File: src/rtl/lock_pkg.sv
package lock_pkg;
  // strobes from control to datapath
  typedef struct packed {
    logic advance;   // finish counter steps by one
    logic flagErr;   // a release was rejected this cycle
  } lockStrobes_t;
endpackage

File: src/rtl/lock_ctrl.sv
module lock_ctrl
  import lock_pkg::*;
#(
  parameter int NUM_AGENTS = 4
) (
  input  logic [NUM_AGENTS-1:0] acqReq,
  input  logic [NUM_AGENTS-1:0] relReq,
  input  logic [NUM_AGENTS-1:0] pending,
  input  logic [NUM_AGENTS-1:0] grant,
  output logic [NUM_AGENTS-1:0] issueMask,
  output logic [NUM_AGENTS-1:0] releaseMask,
  output lockStrobes_t          strb
);
  logic [NUM_AGENTS-1:0] badRel;

  always_comb begin
    // only idle agents may draw a ticket
    issueMask   = acqReq & ~pending;
    // only the current holder may give the lock back
    releaseMask = relReq & grant;
    badRel      = relReq & ~grant;
    strb.advance = |releaseMask;
    strb.flagErr = |badRel;
  end
endmodule

File: src/rtl/lock_dp.sv
module lock_dp
  import lock_pkg::*;
#(
  parameter int NUM_AGENTS = 4,
  parameter int TW         = 3
) (
  input  logic                     clk,
  input  logic                     rstN,
  input  lockStrobes_t             strb,
  input  logic [NUM_AGENTS-1:0]    issueMask,
  input  logic [NUM_AGENTS-1:0]    releaseMask,
  output logic [NUM_AGENTS-1:0]    pending,
  output logic [NUM_AGENTS-1:0]    grant,
  output logic [NUM_AGENTS*TW-1:0] ticketOut,
  output logic                     relErr
);
  logic [TW-1:0] nextTicket;
  logic [TW-1:0] nowServing;
  logic [TW-1:0] offs [NUM_AGENTS];
  logic [TW-1:0] issueCount;

  // prefix count: lower index draws the lower ticket
  always_comb begin
    issueCount = '0;
    for (int i = 0; i < NUM_AGENTS; i++) begin
      offs[i]    = issueCount;
      issueCount = issueCount + TW'(issueMask[i]);
    end
  end

  always_ff @(posedge clk) begin
    if (!rstN) begin
      nextTicket <= '0;
      nowServing <= '0;
      relErr     <= 1'b0;
    end else begin
      nextTicket <= nextTicket + issueCount;
      if (strb.advance) nowServing <= nowServing + TW'(1);
      relErr <= strb.flagErr;
    end
  end

  for (genvar g = 0; g < NUM_AGENTS; g++) begin : gAgent
    logic [TW-1:0] myTicket;
    always_ff @(posedge clk) begin
      if (!rstN) begin
        pending[g] <= 1'b0;
        grant[g]   <= 1'b0;
        myTicket   <= '0;
      end else begin
        if (issueMask[g]) begin
          pending[g] <= 1'b1;
          myTicket   <= nextTicket + offs[g];
        end else if (releaseMask[g]) begin
          pending[g] <= 1'b0;
        end
        grant[g] <= pending[g] && (myTicket == nowServing) && !releaseMask[g];
      end
    end
    assign ticketOut[g*TW +: TW] = myTicket;
  end
endmodule

File: src/rtl/ticket_lock.sv
module ticket_lock
  import lock_pkg::*;
#(
  parameter int NUM_AGENTS = 4,
  parameter int EXTRA_BITS = 0,
  localparam int TW = $clog2(NUM_AGENTS + 1) + EXTRA_BITS
) (
  input  logic                     clk,
  input  logic                     rstN,
  input  logic [NUM_AGENTS-1:0]    acqReq,
  input  logic [NUM_AGENTS-1:0]    relReq,
  output logic [NUM_AGENTS*TW-1:0] ticketOut,
  output logic [NUM_AGENTS-1:0]    grant,
  output logic                     relErr
);
  lockStrobes_t          strb;
  logic [NUM_AGENTS-1:0] issueMask;
  logic [NUM_AGENTS-1:0] releaseMask;
  logic [NUM_AGENTS-1:0] pending;

  lock_ctrl #(.NUM_AGENTS(NUM_AGENTS)) u_ctrl (
    .acqReq(acqReq), .relReq(relReq), .pending(pending), .grant(grant),
    .issueMask(issueMask), .releaseMask(releaseMask), .strb(strb)
  );

  lock_dp #(.NUM_AGENTS(NUM_AGENTS), .TW(TW)) u_dp (
    .clk(clk), .rstN(rstN), .strb(strb), .issueMask(issueMask),
    .releaseMask(releaseMask), .pending(pending), .grant(grant),
    .ticketOut(ticketOut), .relErr(relErr)
  );
endmodule

File: config.mk
export PLATFORM = sky130hd
export DESIGN_NAME = ticket_lock
export DESIGN_NICKNAME = d
export VERILOG_FILES = /design/src/rtl/lock_pkg.sv /design/src/rtl/lock_ctrl.sv /design/src/rtl/lock_dp.sv /design/src/rtl/ticket_lock.sv
export SDC_FILE = /design/constraint.sdc
export NUM_CORES = 1
export LEC_CHECK = 0
export ABC_AREA = 1
export BUFFER_PORTS_ARGS = -buffer_cell sky130_fd_sc_hd__buf_2
export CORE_MARGIN = 1.5
export CORE_UTILIZATION = 54
export DETAILED_ROUTE_END_ITERATION = 10
export PLACE_DENSITY = 0.78
export SLEW_MARGIN = 20
export SYNTH_ARGS = -nofsm -noshare
export SYNTH_HDL_FRONTEND = slang
export SYNTH_SLANG_ARGS = --single-unit
File: constraint.sdc
create_clock -name clk -period 2.7 [get_ports clk]
set_input_delay 0.27 -clock clk [delete_from_list [all_inputs] [get_ports clk]]
set_output_delay 0.27 -clock clk [all_outputs]
set_load 0.05 [all_outputs]
# Yosys cells after proc, flatten, opt, wreduce, memory -nomap -nowiden
# Cells that the tools add are included.
[op_classes] addsub=8 n_eq_ne=4 muxes=8 bitwise_logic=5 n_reduce_logical=18
[ops] cell="$and A4 B4 Y4" n=3
[ops] cell="$eq A3 B3 Y1" n=4
[ops] cell="$add A3 B1 Y3" n=3
[ops] cell="$add A3 B3 Y3" n=3
[ops] cell="$logic_and A1 B1 Y1" n=8
[ops] cell="$mux W1" n=8
[ops] cell="$not A4 Y4" n=2
[ops] cell="$reduce_bool A2 Y1" n=4
[ops] cell="$reduce_or A4 Y1" n=2
[ops] cell="$logic_not A1 Y1" n=4
[ops] cell="$add A3 B1 Y3 const B" n=1
[ops] cell="$add A1 B1 Y2" n=1
[word_totals] regBits=27 input_bits=10 output_inout_bits=17 word_cells=58

# Depth between registers and ports, before layout
[logic_depth] word_depth=6 ltp_mapped=13 ltp_nobuf=13

# Hierarchy
# A second synthesis with hierarchy kept.
[unflattened] cells_unflattened=176 hier_area_um2=1413.9
[by_module_without_submodules] module="lock_dp" n_inst=1 cells_per_inst=146 area_per_inst_um2=1298.7 seq_area_each_um2=540.5
[by_module_without_submodules] module="lock_ctrl" n_inst=1 cells_per_inst=30 area_per_inst_um2=115.1 seq_area_each_um2=0.0

# Worst setup path after synthesis
# OpenSTA, ideal clock, no wires.
[synth_timing] path_kind="register to register" start="reg u_dp.pending[0]" end="reg u_dp.nextTicket[2]" setup_ns=0.115 arrival_time_ns=2.119 setup_slack_ns=0.467 stages_incl_launch_ff=8 synth_period_minus_slack_ns=2.233 cell_sequence="dfxtp_1 > nor2_4 > inv_1 > fa_1 > fa_1 > fa_1 > xnor2_1 > nor2_1"
[synth_via] elab_chain_len=6
[synth_rtl] item="start: declaration" line="lock_dp.sv:12" rtl="output logic [NUM_AGENTS-1:0] pending,"
[synth_rtl] item="start signal: indexed assignment" line="lock_dp.sv:47" rtl="pending[g] <= 1'b0;"
[synth_rtl] item="start signal: indexed assignment" line="lock_dp.sv:52" rtl="pending[g] <= 1'b1;"
[synth_rtl] item="start signal: indexed assignment" line="lock_dp.sv:55" rtl="pending[g] <= 1'b0;"
[synth_rtl] item="$not A4 Y4" line="lock_ctrl.sv:18" rtl="issueMask = acqReq & ~pending;"
[synth_rtl] item="$and A4 B4 Y4" line="lock_ctrl.sv:18"
[synth_rtl] item="net issueMask[0]" line="ticket_lock.sv:17" rtl="logic [NUM_AGENTS-1:0] issueMask;"
[synth_rtl] item="$add A1 B1 Y2" line="lock_dp.sv:27" rtl="issueCount = issueCount + TW'(issueMask[i]);"
[synth_rtl] item="$add A3 B1 Y3 (2 in a row)" line="lock_dp.sv:27"
[synth_rtl] item="$add A3 B3 Y3" line="lock_dp.sv:37" rtl="nextTicket <= nextTicket + issueCount;"
[synth_rtl] item="end signal: assignment" line="lock_dp.sv:37"
[synth_rtl] item="end: declaration" line="lock_dp.sv:17" rtl="logic [TW-1:0] nextTicket;"
# The timed path passes the listed nets, and every way through them passes these cells.
# A chain may end at the register's enable or synchronous reset.

# Worst setup path in the final report
# Ends and elaborated chain as after synthesis.

==> flow_metrics.tcl <==
set metrics [dict create \
    cts_tree "built" \
    rr_worst_depth 7 \
    cts.htree.levels 1 \
    yosysMostFrequentCell "dfxtp_1" \
    synth_nets 189 \
    slew_headroom 0.752 \
    syn_inst 166 \
    crit_slowest_cell "fa_1" \
    r2r_start "u_dp.pending[0]" \
    hold_class "in2reg" \
    layout.nets 215 \
    synth-edff-count 0 \
    critPathBufInv 1 \
    fin_total_pwr_mw 1.30 \
    grt-ovfl-total 0 \
    cts-root-buf "clkbuf_4" \
    cts_resized 0 \
    max_clock_freq_mhz 413 \
    clock_skew_ps 9.90 \
    leakagePower_nw 0.773 \
    maxSlewViolCount 0 \
    final_cell_area_mm2 0.00165 \
    yosys_warnings 0 \
    yosys-top-cells-area "dfxtp_1 (36%), fa_1 (6.7%), ha_1 (6.7%)" \
    peakVddDrop_mv 0.435 \
    crit_path_end_kind "register" \
    drive_gt1_frac 0.319 \
    wl_met3_um 133 \
    area_delta_synth_final_pct 10.8 \
    num_io_pins 27 \
    fillers 225 \
    post-route-period-util 0.896 \
    antennaDiodeCount 0 \
    io_buffers 26 \
    fin_crit_ps 2420 \
    synth_area_mm2 0.00149 \
    rows 18 \
    met2RoutedLength_um 1400 \
    placed_cells 217 \
    dr.pass1.iters 4 \
    min-delay-start "relReq[1]" \
    synth_seq_cells 27 \
    rr_endpoint "u_dp.nextTicket[2]" \
    finalSetupViolCount 0 \
    cpLargestDelayFamily "adder cells" \
    top_layer "met4" \
    path_clk_slew_ps 160 \
    grt_max_degree 18 \
    ctsHoldBuffers 0 \
    startpoint_type "register" \
    min_path_cells 5 \
    hpwl_um 2330 \
    rsz0062_at_grt "false" \
    final_antenna_net_count 0 \
    cts_setup_buffers 0 \
    grt_pass1_wl_um 5010 \
    antenna_found_initial 0 \
    utilization 0.648 \
    path_common_cell "fa_1" \
    worstPathCellList "nor2_4 -> inv_1 -> fa_1 -> fa_1 -> fa_1 -> xnor2_1 -> nor2_1" \
    tns_ps 0 \
    pre_cts_ws_ps 237 \
    async_reset_ff_frac 0 \
    cp.required_ps 2950 \
    grt_pass1_vias 1095 \
    drtIter0Drc 27 \
    die_y_um 55.5 \
    gp_congestion 0.814 \
    hold_viol 0 \
    floorplan.initialDensity 0.585 \
    drt-met1-wl_um 1290 \
    synth_common_cells "dfxtp_1 (27), inv_1 (23), nor2_1 (16)" \
    die-area_mm2 0.00308 \
    grt_usage 0.205 \
    routedWlPerCell_um 13.0 \
    syn_area_per_cell_um2 8.97 \
    powerDensity_mw_per_mm2 788 \
    clock-sinks 27 \
    status "complete, no violations" \
    worst_slack_ps 280 \
    layout.cells.non_filler 221 \
    die_w_um 55.5 \
    worstMarginPinSlew_ps 371 \
    postPlaceCellArea_mm2 0.00162 \
    yosys.area.top_type "dfxtp_1" \
    max_stage_delay_ps 540 \
    yosysSeqAreaShare 0.363 \
    yosysUniqueCellTypes 23 \
    cts_buffers 3 \
    arrival_ps 2670 \
    clkLatencyLatePin_ps 340 \
    clk_path_buf_depth 2 \
    vias 1146 \
    critical_path_class "reg2reg" \
    path_max_fanout 9 \
    core_mm2 0.00254 \
    synth_top_area_frac 0.363 \
    routed_via_density 5.19 \
    hold_ws_ps 282 \
    cap_violations 0 \
    ys.flop_type "dfxtp_1" \
    min_to "u_dp.relErr" \
    routed_wl_um 2880 \
    reg2reg_slack_ps 280 \
    drc_errors 0 \
]
==> cell usage in the layout, fill, tap and decap left out <==
cell | Yosys | final
dfxtp_1 | 27 | 27
buf_2 | 3 | 26
inv_1 | 23 | 23
nor2_1 | 16 | 16
nand2_1 | 15 | 15
o21ai_2 | 10 | 10
xnor2_1 | 10 | 10
ha_1 | 8 | 8
nand3_1 | 6 | 6
nor2_4 | 5 | 5
nand2_2 | 5 | 5
xor2_1 | 5 | 5
a21oi_2 | 5 | 5
fa_1 | 5 | 5
a21oi_1 | 4 | 4
nor3_2 | 4 | 4
o21ai_1 | 4 | 4
o21ai_0 | 3 | 3
clkbuf_4 | 0 | 3
inv_2 | 2 | 2
o22ai_1 | 2 | 2
nor3_1 | 1 | 1
o21bai_1 | 1 | 1
clkinvlp_4 | 0 | 1
==> report_power, final <==
group,total [mW],internal [mW],switching [mW]
sequential,0.555,0.469,0.0864
clock,0.186,0.0569,0.129
combinational,0.559,0.199,0.360
==> kinds of logic (layout without fill, tap and decap cells) <==
kind of cell    after synthesis  after routing  synth area share
simple gates                 52             52             0.187
compound gates               29             29             0.139
xor+xnor                     15             15            0.0882
fa+ha+maj                    13             13             0.134
buf+inv                      30             55            0.0882
flops                        27             27             0.363
==> flip-flops by register name, indices dropped and copies added (netlist names) <==
register / count
u_dp.gAgent.myTicket: 12
u_dp.grant: 4
u_dp.nextTicket: 3
u_dp.nowServing: 3
u_dp.pending: 4
u_dp.relErr: 1
==> tightest hold or removal path, stage by stage <==
cell     delay (ps)
buf_2           110
inv_1            40
o22ai_1          50
nor2_1           80
nor2_1           50
==> layout make-up <==
class                           instances  area [um^2]  share of cell area
Clock buffer                            3         22.5              0.0137
Clock inverter                          1         7.51             0.00455
Inverter                               25         93.8              0.0569
Timing Repair Buffer                   26          130              0.0789
Multi-Input combinational cell        109          817               0.495
Sequential cell                        27          541               0.328
Tap cell                               30         37.5              0.0228
==> per-layer routing <==
metal,track usage,vias to the layer above
met1,0.270,536
li1,-,574
met5,0,-
met2,0.330,31
met4,0.0871,0
met3,0.0375,5
==> worst max-delay path by stage <==
stage | startpoint | end | slack [ps] | cells after the start
after floorplan | u_dp.pending[0] | u_dp.nextTicket[2] | 470 | 7
after global placement | acqReq[0] | u_dp.nextTicket[2] | 330 | 9
after detailed placement | acqReq[0] | u_dp.nextTicket[2] | 240 | 9
after CTS | u_dp.pending[0] | u_dp.nextTicket[2] | 280 | 7
after global routing | u_dp.pending[0] | u_dp.nextTicket[2] | 190 | 7
final | u_dp.pending[0] | u_dp.nextTicket[2] | 280 | 7
No activity file was read; power rests on OpenSTA's default activity.
